[config.mk]
export PLATFORM = sky130hd
export DESIGN_NAME = priv_status_unit
export DESIGN_NICKNAME = d
export VERILOG_FILES = /design/src/rtl/psu_pkg.sv /design/src/rtl/field_merge.sv /design/src/rtl/status_filter.sv /design/src/rtl/priv_status_unit.sv
export SDC_FILE = /design/constraint.sdc
export NUM_CORES = 1
export LEC_CHECK = 0
export BUFFER_PORTS_ARGS = -buffer_cell sky130_fd_sc_hd__buf_4
export CORE_ASPECT_RATIO = 1.2
export CORE_UTILIZATION = 30
export DETAILED_ROUTE_END_ITERATION = 7
export SYNTH_ARGS = -nofsm -noshare
export SYNTH_HDL_FRONTEND = slang
export SYNTH_SLANG_ARGS = --single-unit
[constraint.sdc]
create_clock -name clk -period 2.15 [get_ports clk]
set_clock_uncertainty 0.05 [all_clocks]
set_input_delay 0.43 -clock clk [delete_from_list [all_inputs] [get_ports clk]]
set_output_delay 0.43 -clock clk [all_outputs]
set_load 0.005 [all_outputs]
[src/rtl/psu_pkg.sv]
package psu_pkg;

    localparam int XLEN  = 32;
    localparam int SEL_W = 3;

    typedef logic [XLEN-1:0] word_t;

    typedef enum logic [SEL_W-1:0] {
        SEL_MSTAT  = 3'd0,
        SEL_SSTAT  = 3'd1,
        SEL_IEN    = 3'd2,
        SEL_SIEN   = 3'd3,
        SEL_IDLG   = 3'd4,
        SEL_EDLG   = 3'd5
    } sel_e;

    // status field positions
    localparam int P_UIE  = 0;
    localparam int P_SIE  = 1;
    localparam int P_MIE  = 3;
    localparam int P_UPIE = 4;
    localparam int P_SPIE = 5;
    localparam int P_MPIE = 7;
    localparam int P_SPP  = 8;
    localparam int P_MPP  = 11;
    localparam int P_FS   = 13;
    localparam int P_XS   = 15;
    localparam int P_MPRV = 17;
    localparam int P_SUM  = 18;
    localparam int P_MXR  = 19;
    localparam int P_SD   = XLEN - 1;

    // interrupt bit positions
    localparam int P_SSI = 1;
    localparam int P_MSI = 3;
    localparam int P_STI = 5;
    localparam int P_MTI = 7;
    localparam int P_SEI = 9;
    localparam int P_MEI = 11;

    localparam word_t ONE       = word_t'(1);
    localparam word_t PAIR      = word_t'(3);
    localparam word_t MPP_MASK  = PAIR << P_MPP;
    localparam word_t FS_MASK   = PAIR << P_FS;
    localparam word_t XS_MASK   = PAIR << P_XS;

    localparam word_t STAT_WR_MASK =
        (ONE << P_SIE) | (ONE << P_MIE) | (ONE << P_SPIE) | (ONE << P_MPIE) |
        (ONE << P_SPP) | MPP_MASK | FS_MASK | (ONE << P_MPRV) |
        (ONE << P_SUM) | (ONE << P_MXR);

    localparam word_t SVIEW_MASK =
        (ONE << P_UIE) | (ONE << P_SIE) | (ONE << P_UPIE) | (ONE << P_SPIE) |
        (ONE << P_SPP) | FS_MASK | XS_MASK | (ONE << P_SUM) |
        (ONE << P_MXR) | (ONE << P_SD);

    localparam word_t FLUSH_MASK =
        MPP_MASK | (ONE << P_MPRV) | (ONE << P_SUM) | (ONE << P_MXR);

    localparam word_t S_INT_MASK = (ONE << P_SSI) | (ONE << P_STI) | (ONE << P_SEI);
    localparam word_t M_INT_MASK = (ONE << P_MSI) | (ONE << P_MTI) | (ONE << P_MEI);
    localparam word_t IEN_MASK   = S_INT_MASK | M_INT_MASK;

    // causes 0..13 and 15 may be delegated
    localparam int    EXC_LOW_N = 14;
    localparam int    EXC_HIGH  = 15;
    localparam word_t EDLG_MASK = ((ONE << EXC_LOW_N) - ONE) | (ONE << EXC_HIGH);

    typedef struct packed {
        word_t status;
        word_t ien;
        word_t idlg;
        word_t edlg;
        logic  flush;
    } state_t;

endpackage

[src/rtl/field_merge.sv]
module field_merge #(
    parameter int W = 32
) (
    input  logic [W-1:0] old_val,
    input  logic [W-1:0] new_val,
    input  logic [W-1:0] sel_mask,
    output logic [W-1:0] merged
);
    always_comb begin
        merged = (old_val & ~sel_mask) | (new_val & sel_mask);
    end
endmodule

[src/rtl/status_filter.sv]
module status_filter
    import psu_pkg::*;
(
    input  word_t cur,
    input  word_t wval,
    input  logic  sup_ok,
    input  logic  usr_ok,
    output word_t nxt,
    output logic  ctl_changed
);
    logic [1:0] mpp_req;
    logic       mpp_legal;
    word_t      eff_mask;
    word_t      blended;

    always_comb begin
        mpp_req   = wval[P_MPP +: 2];
        mpp_legal = !((mpp_req == 2'd2) ||
                      (mpp_req == 2'd1 && !sup_ok) ||
                      (mpp_req == 2'd0 && !usr_ok));
        eff_mask  = mpp_legal ? STAT_WR_MASK : (STAT_WR_MASK & ~MPP_MASK);
    end

    field_merge #(.W(XLEN)) u_merge (
        .old_val (cur),
        .new_val (wval),
        .sel_mask(eff_mask),
        .merged  (blended)
    );

    always_comb begin
        nxt = blended;
        if (nxt[P_FS +: 2] != 2'b00) begin
            nxt[P_FS +: 2] = 2'b11;
        end
        nxt[P_SD] = (nxt[P_FS +: 2] == 2'b11) || (nxt[P_XS +: 2] == 2'b11);
        ctl_changed = ((cur ^ nxt) & FLUSH_MASK) != '0;
    end
endmodule

[src/rtl/priv_status_unit.sv]
module priv_status_unit
    import psu_pkg::*;
(
    input  logic             clk,
    input  logic             rst_n,
    input  logic             sup_mode_en,
    input  logic             usr_mode_en,
    input  logic             wr_en,
    input  logic [SEL_W-1:0] reg_sel,
    input  logic [XLEN-1:0]  wr_data,
    output logic [XLEN-1:0]  rd_data,
    output logic [XLEN-1:0]  status_o,
    output logic [XLEN-1:0]  int_en_o,
    output logic [XLEN-1:0]  int_dlg_o,
    output logic [XLEN-1:0]  exc_dlg_o,
    output logic             tlb_flush_o
);
    state_t state_d, state_q;

    word_t sview_wr, stat_src, stat_new;
    word_t sien_wr, ien_src, ien_new;
    word_t idlg_new, edlg_new;
    logic  ctl_chg;

    // supervisor status window: splice masked bits into current status
    field_merge #(.W(XLEN)) u_sview (
        .old_val (state_q.status),
        .new_val (wr_data),
        .sel_mask(SVIEW_MASK),
        .merged  (sview_wr)
    );

    always_comb begin
        stat_src = (reg_sel == SEL_SSTAT) ? sview_wr : wr_data;
        ien_src  = (reg_sel == SEL_SIEN)  ? sien_wr  : wr_data;
    end

    status_filter u_filter (
        .cur        (state_q.status),
        .wval       (stat_src),
        .sup_ok     (sup_mode_en),
        .usr_ok     (usr_mode_en),
        .nxt        (stat_new),
        .ctl_changed(ctl_chg)
    );

    // supervisor enable window: only delegated bits move
    field_merge #(.W(XLEN)) u_sien (
        .old_val (state_q.ien),
        .new_val (wr_data),
        .sel_mask(state_q.idlg),
        .merged  (sien_wr)
    );

    field_merge #(.W(XLEN)) u_ien (
        .old_val (state_q.ien),
        .new_val (ien_src),
        .sel_mask(IEN_MASK),
        .merged  (ien_new)
    );

    field_merge #(.W(XLEN)) u_idlg (
        .old_val (state_q.idlg),
        .new_val (wr_data),
        .sel_mask(S_INT_MASK),
        .merged  (idlg_new)
    );

    field_merge #(.W(XLEN)) u_edlg (
        .old_val (state_q.edlg),
        .new_val (wr_data),
        .sel_mask(EDLG_MASK),
        .merged  (edlg_new)
    );

    always_comb begin
        state_d       = state_q;
        state_d.flush = 1'b0;
        if (wr_en) begin
            case (reg_sel)
                SEL_MSTAT, SEL_SSTAT: begin
                    state_d.status = stat_new;
                    state_d.flush  = ctl_chg;
                end
                SEL_IEN, SEL_SIEN: state_d.ien  = ien_new;
                SEL_IDLG:          state_d.idlg = idlg_new;
                SEL_EDLG:          state_d.edlg = edlg_new;
                default: ;
            endcase
        end
    end

    always_ff @(posedge clk) begin
        if (!rst_n) begin
            state_q <= '0;
        end else begin
            state_q <= state_d;
        end
    end

    always_comb begin
        case (reg_sel)
            SEL_MSTAT: rd_data = state_q.status;
            SEL_SSTAT: rd_data = state_q.status & SVIEW_MASK;
            SEL_IEN:   rd_data = state_q.ien;
            SEL_SIEN:  rd_data = state_q.ien & state_q.idlg;
            SEL_IDLG:  rd_data = state_q.idlg;
            SEL_EDLG:  rd_data = state_q.edlg;
            default:   rd_data = '0;
        endcase
    end

    assign status_o    = state_q.status;
    assign int_en_o    = state_q.ien;
    assign int_dlg_o   = state_q.idlg;
    assign exc_dlg_o   = state_q.edlg;
    assign tlb_flush_o = state_q.flush;

endmodule

Yosys cells after proc, flatten, opt, wreduce, memory -nomap -nowiden:

Cells that the tools add are included.

* flip-flop bits (word level): 129
* bits of input ports: 40
* output and inout port bits: 161
* word-level logic and storage cells: 51

* eq/ne operators: 9
* multiplexer cells: 5
* bitwise gates (word level): 14
* reductions and logical operators: 18

Operators with widths (count)
* 32-bit one-hot mux with 6 select lines: 1
* 32-bit AND: 1
* 32-bit by 10-bit OR with 32-bit output: 1
* 32-bit by 12-bit OR with 32-bit output: 1
* 32-bit by 16-bit OR with 32-bit output: 1
* 32-bit nonzero test: 1
* 31-bit by 20-bit AND with 31-bit output: 1
* 31-bit AND: 1
* 31-bit two-way mux: 1
* 20-bit NOT with 31-bit output: 1
* 31-bit by 20-bit OR with 31-bit output: 1
* 31-bit OR: 1
* 12-bit AND: 2
* 20-bit XOR: 1
* 13-bit two-way mux: 1
* 12-bit two-way mux: 1
* 12-bit NOT: 1
* 12-bit OR: 1
* 2-bit AND reduction: 4
* 2-bit equality test, second input constant: 3
* 3-bit by 2-bit equality test with 1-bit output, second input constant: 2
* 3-bit equality test, second input constant: 2
* 2-bit OR reduction: 2
* 3-bit by 1-bit equality test with 1-bit output, second input constant: 1
* 9 further kinds: 13

Depth between registers and ports, before layout:

* word-level depth: 14
* depth in mapped cells: 8
* mapped depth without buffers: 4

Modules after synthesis:

Synthesis repeated with hierarchy kept, for this count alone.

* cells, all modules: 1024
* area total of the unflattened synthesis: 9957.0 µm²

By module, submodules not included
* priv_status_unit: instances 1, cells an instance 816, area each 6975.4 µm², sequential area each 2582.5 µm²
* field_merge: instances 6, cells an instance 32, area each 480.5 µm², sequential area each 0.0 µm²
* status_filter: instances 1, cells an instance 16, area each 98.8 µm², sequential area each 0.0 µm²

Worst setup path before layout:

Ideal clock, no wire load.

* kind: input -> output
* from: input port reg_sel[0]
* to: output port rd_data[11]
* arrival: 1.324 ns
* required time: 1.670 ns
* slack: 0.346 ns
* stages on the path: 5
* path buffers: 2
* path through: buf_4 > clkbuf_1 > and2_1 > a22oi_1 > o21ai_0

* cells in the longest elaborated chain, start to end: 2
* elaborated cells on any way between the ends: 7
* classes of those cells: eq/ne: 5; mux: 1; reduce/logical: 1

RTL lines
* start: declaration: RTL line priv_status_unit.sv:9 `input logic [SEL_W-1:0] reg_sel,`
* 3-bit equality test (tied with other cells): RTL line priv_status_unit.sv:102 `case (reg_sel)`
* 32-bit one-hot mux with 6 select lines (*): RTL line priv_status_unit.sv:102
* end: declaration: RTL line priv_status_unit.sv:11 `output logic [XLEN-1:0] rd_data,`

Mark *: on every way between the ends. The rest lies on a longest branch, timed or not.

Final worst setup path:

* from: input port reg_sel[1]
* to: output port rd_data[11]

The elaborated chain is that of the path after synthesis.

==> impl_metrics.tcl <==
set metrics [dict create \
    run_status "finished clean" \
    irDropWorstVdd_uv 328 \
    clk_latency_ns 0.28 \
    cells_along_the_critical_path "buf_4 > inv_1 > nor3_1 > buf_4 > nand2_1 > o21ai_0 > buf_4" \
    core_area_mm2 0.00870 \
    critical_path.most_common_cell "sky130_fd_sc_hd__buf_4" \
    ys_dominant_reg_cell "sky130_fd_sc_hd__dfxtp_1" \
    holdCritStartpoint "wr_data[0]" \
    post_synth_design_cell_area_mm2 0.00272 \
    final_period_minus_worst_setup_slack_ns 1.90 \
    num_antenna_cells 0 \
    detailed_route_via_count 2171 \
    cts_buffers 5 \
    req_time_crit_path_ns 1.67 \
    hold_path_depth 3 \
    preCtsSetupSlack_ns 0.200 \
    cts.reportedPaths.clkPinSlew_ns 0.07 \
    synth-xor-area-share_pct 1.29 \
    std_cell_rows 37 \
    wl_um 6250 \
    synth_simple_gate_area_share_pct 19.6 \
    synth_compound_area_share_pct 14.5 \
    worstHoldPathType "in2reg" \
    setup-violations-final 0 \
    synth_enable_flop_cells 0 \
    cts_max_path_buffers 2 \
    vias_in_the_first_global_route 1857 \
    grt_overflow 0 \
    worstRegToRegCells 4 \
    worstSetupStartpointType "input pin" \
    final_core_util_pct 36.7 \
    cp_data_arrival_time_ns 1.42 \
    floorplan.die_area_mm2 0.00944 \
    gp_congestion 0.788 \
    gr-usage-all-layers_pct 13.3 \
    hold_viol_final 0 \
    cp_num_buf_inv 4 \
    crit-reg2reg-launch "status_o[12]$_SDFFE_PN0P_" \
    period_share_pct 88.3 \
    capture_endpoint_of_the_worst_hold_path "exc_dlg_o[0]$_SDFFE_PN0P_" \
    drv_slew 0 \
    cts.repair_timing.setup_buffer_count 0 \
    setup_repair_after_global_routing_missed_its_margin "no" \
    p_total_mw 1.61 \
    regToRegSetupSlack_ns 0.74 \
    pin_count_of_the_biggest_net_entering_global_routing 38 \
    drcViolationCount 0 \
    critical_path.top_delay_family "buffers and inverters" \
    drt-vias-per-instance 4.04 \
    final_common_cell "sky130_fd_sc_hd__conb_1" \
    post-place-cells 530 \
    worst-setup-path-type "in2out" \
    critPathMaxFanout 14 \
    instances_no_fill 538 \
    crit-reg2reg-capture "status_o[12]$_SDFFE_PN0P_" \
    die_y_um 106 \
    synth-adder-area-share_pct 0 \
    finalInstanceArea_mm2 0.00319 \
    power.static_leakage_nw 1.50 \
    cts_num_sinks 36 \
    cp-end-kind "output pin" \
    post_cts_resized 0 \
    ys_seq_elements 36 \
    initial_standard_cell_utilization_of_the_core_pct 31.2 \
    grt_pass1_wl_um 9630 \
    count_of_yosys_warnings_during_synthesis 0 \
    setup_tns_ns 0 \
    postPlaceCellArea_mm2 0.00306 \
    num-nets-final 460 \
    timing.critical_path.slowest_cell_delay_ns 0.24 \
    post-route-worst-setup-slack_ns 0.252 \
    crit_slowest_cell "sky130_fd_sc_hd__nor3_1" \
    cap_violations 0 \
    initialDrtViolationCount 72 \
    tritoncts "built" \
    ioPinCount 201 \
    avgRoutedWirePerCell_um 11.6 \
    postSynthAreaPerCell_um2 7.97 \
    flow.area_growth_from_synthesis_pct 17.4 \
    horizontal_die_dimension_um 88.9 \
    synth_top_family_by_area "buffers and inverters" \
    yosys-mux-area-fraction_pct 4.42 \
    detail_route.first_pass.iterations 4 \
    grt_antenna_before_repair 0 \
    powerDensity_mw_per_mm2 503 \
    ctsHoldBuffers 0 \
    clock-root-buffer "sky130_fd_sc_hd__clkbuf_8" \
    synth_async_sr_flop_share_pct 0 \
    layout.cells.most_common_list "sky130_fd_sc_hd__conb_1, sky130_fd_sc_hd__buf_4, sky130_fd_sc_hd__nand2_1" \
    htree_levels 2 \
    timing.fmax_mhz 527 \
    hold-worst-slack_ns 0.350 \
    ys_types 43 \
    detailed_place_hpwl_um 4950 \
    drtAntennaViolNets 0 \
    synth_cells 341 \
    ys_seq_area_share_pct 26.5 \
    final_layout_size_suffix_gt1_share_pct 25.4 \
    port-buffer-count 84 \
]
==> how the worst max path moves through the flow <==
| stage | from | end | slack, ns | cells past startpoint |
|---|---|---|---|---|
| detailed placement | reg_sel[0] | rd_data[11] | 0.20 | 5 |
| finish | reg_sel[1] | rd_data[11] | 0.25 | 7 |
| global route | reg_sel[1] | rd_data[11] | 0.12 | 7 |
| global placement | reg_sel[0] | rd_data[11] | 0.13 | 5 |
| CTS | reg_sel[1] | rd_data[11] | 0.20 | 7 |
| floorplan | reg_sel[0] | rd_data[11] | 0.35 | 5 |
==> power breakdown <==
part           switching (mW)  internal, mW
Combinational           0.143         0.110
Clock                   0.243         0.409
Sequential             0.0165         0.684
Total                   0.402          1.20
==> Yosys cell counts, drive strengths merged, types with 3 or more instances <==
cell type	instances	area, µm²
buf	114	852
nand2	50	188
dfxtp	36	721
a21boi	23	173
and2	12	75.1
mux2i	12	120
nor2b	12	75.1
clkbuf	11	43.8
o21ai	9	45.0
a21oi	7	46.3
nor2	7	26.3
nor3b	6	50.1
a22oi	4	30.0
inv	4	15.0
a31oi	3	18.8
nand3	3	15.0
nor3	3	15.0
==> layout make-up <==
cell class,instances,area [µm²]
Sequential cell,36,721
Clock buffer,7,96.3
Multi-Input combinational cell,278,1470
Inverter,4,15.0
Fill cell,944,5510
Tap cell,117,146
Timing Repair Buffer,95,713
Clock inverter,1,30.0
==> registers in the layout, summed over array words and instances (netlist names) <==
signal and flops:
tlb_flush_o 1, status_o 11, int_en_o 6, int_dlg_o 3, exc_dlg_o 15
==> worst register-to-register path, stage by stage, from the launching register on <==
cell and delay, ns:
sky130_fd_sc_hd__dfxtp_1 0.50, sky130_fd_sc_hd__and4bb_2 0.30, sky130_fd_sc_hd__a21oi_1 0.04, sky130_fd_sc_hd__or3_1 0.37, sky130_fd_sc_hd__nand3_1 0.09
==> cell families after synthesis <==
kind of cell	count (synthesis)
buffers and inverters	129
muxes	12
and+or+nand+nor	104
DFF	36
xor gates and xnor gates	4
AOI/OAI and AO/OA	55
other	1
==> layer usage <==
metal	part of all wire [%]	vias up	GRT usage, %
met5	0	-	0
met2	50	127	22.6
met1	42	978	16.1
li1	-	1062	-
met4	0.64	0	3.69
met3	7.3	4	3.65
No activity file was read; power rests on OpenSTA's default activity.
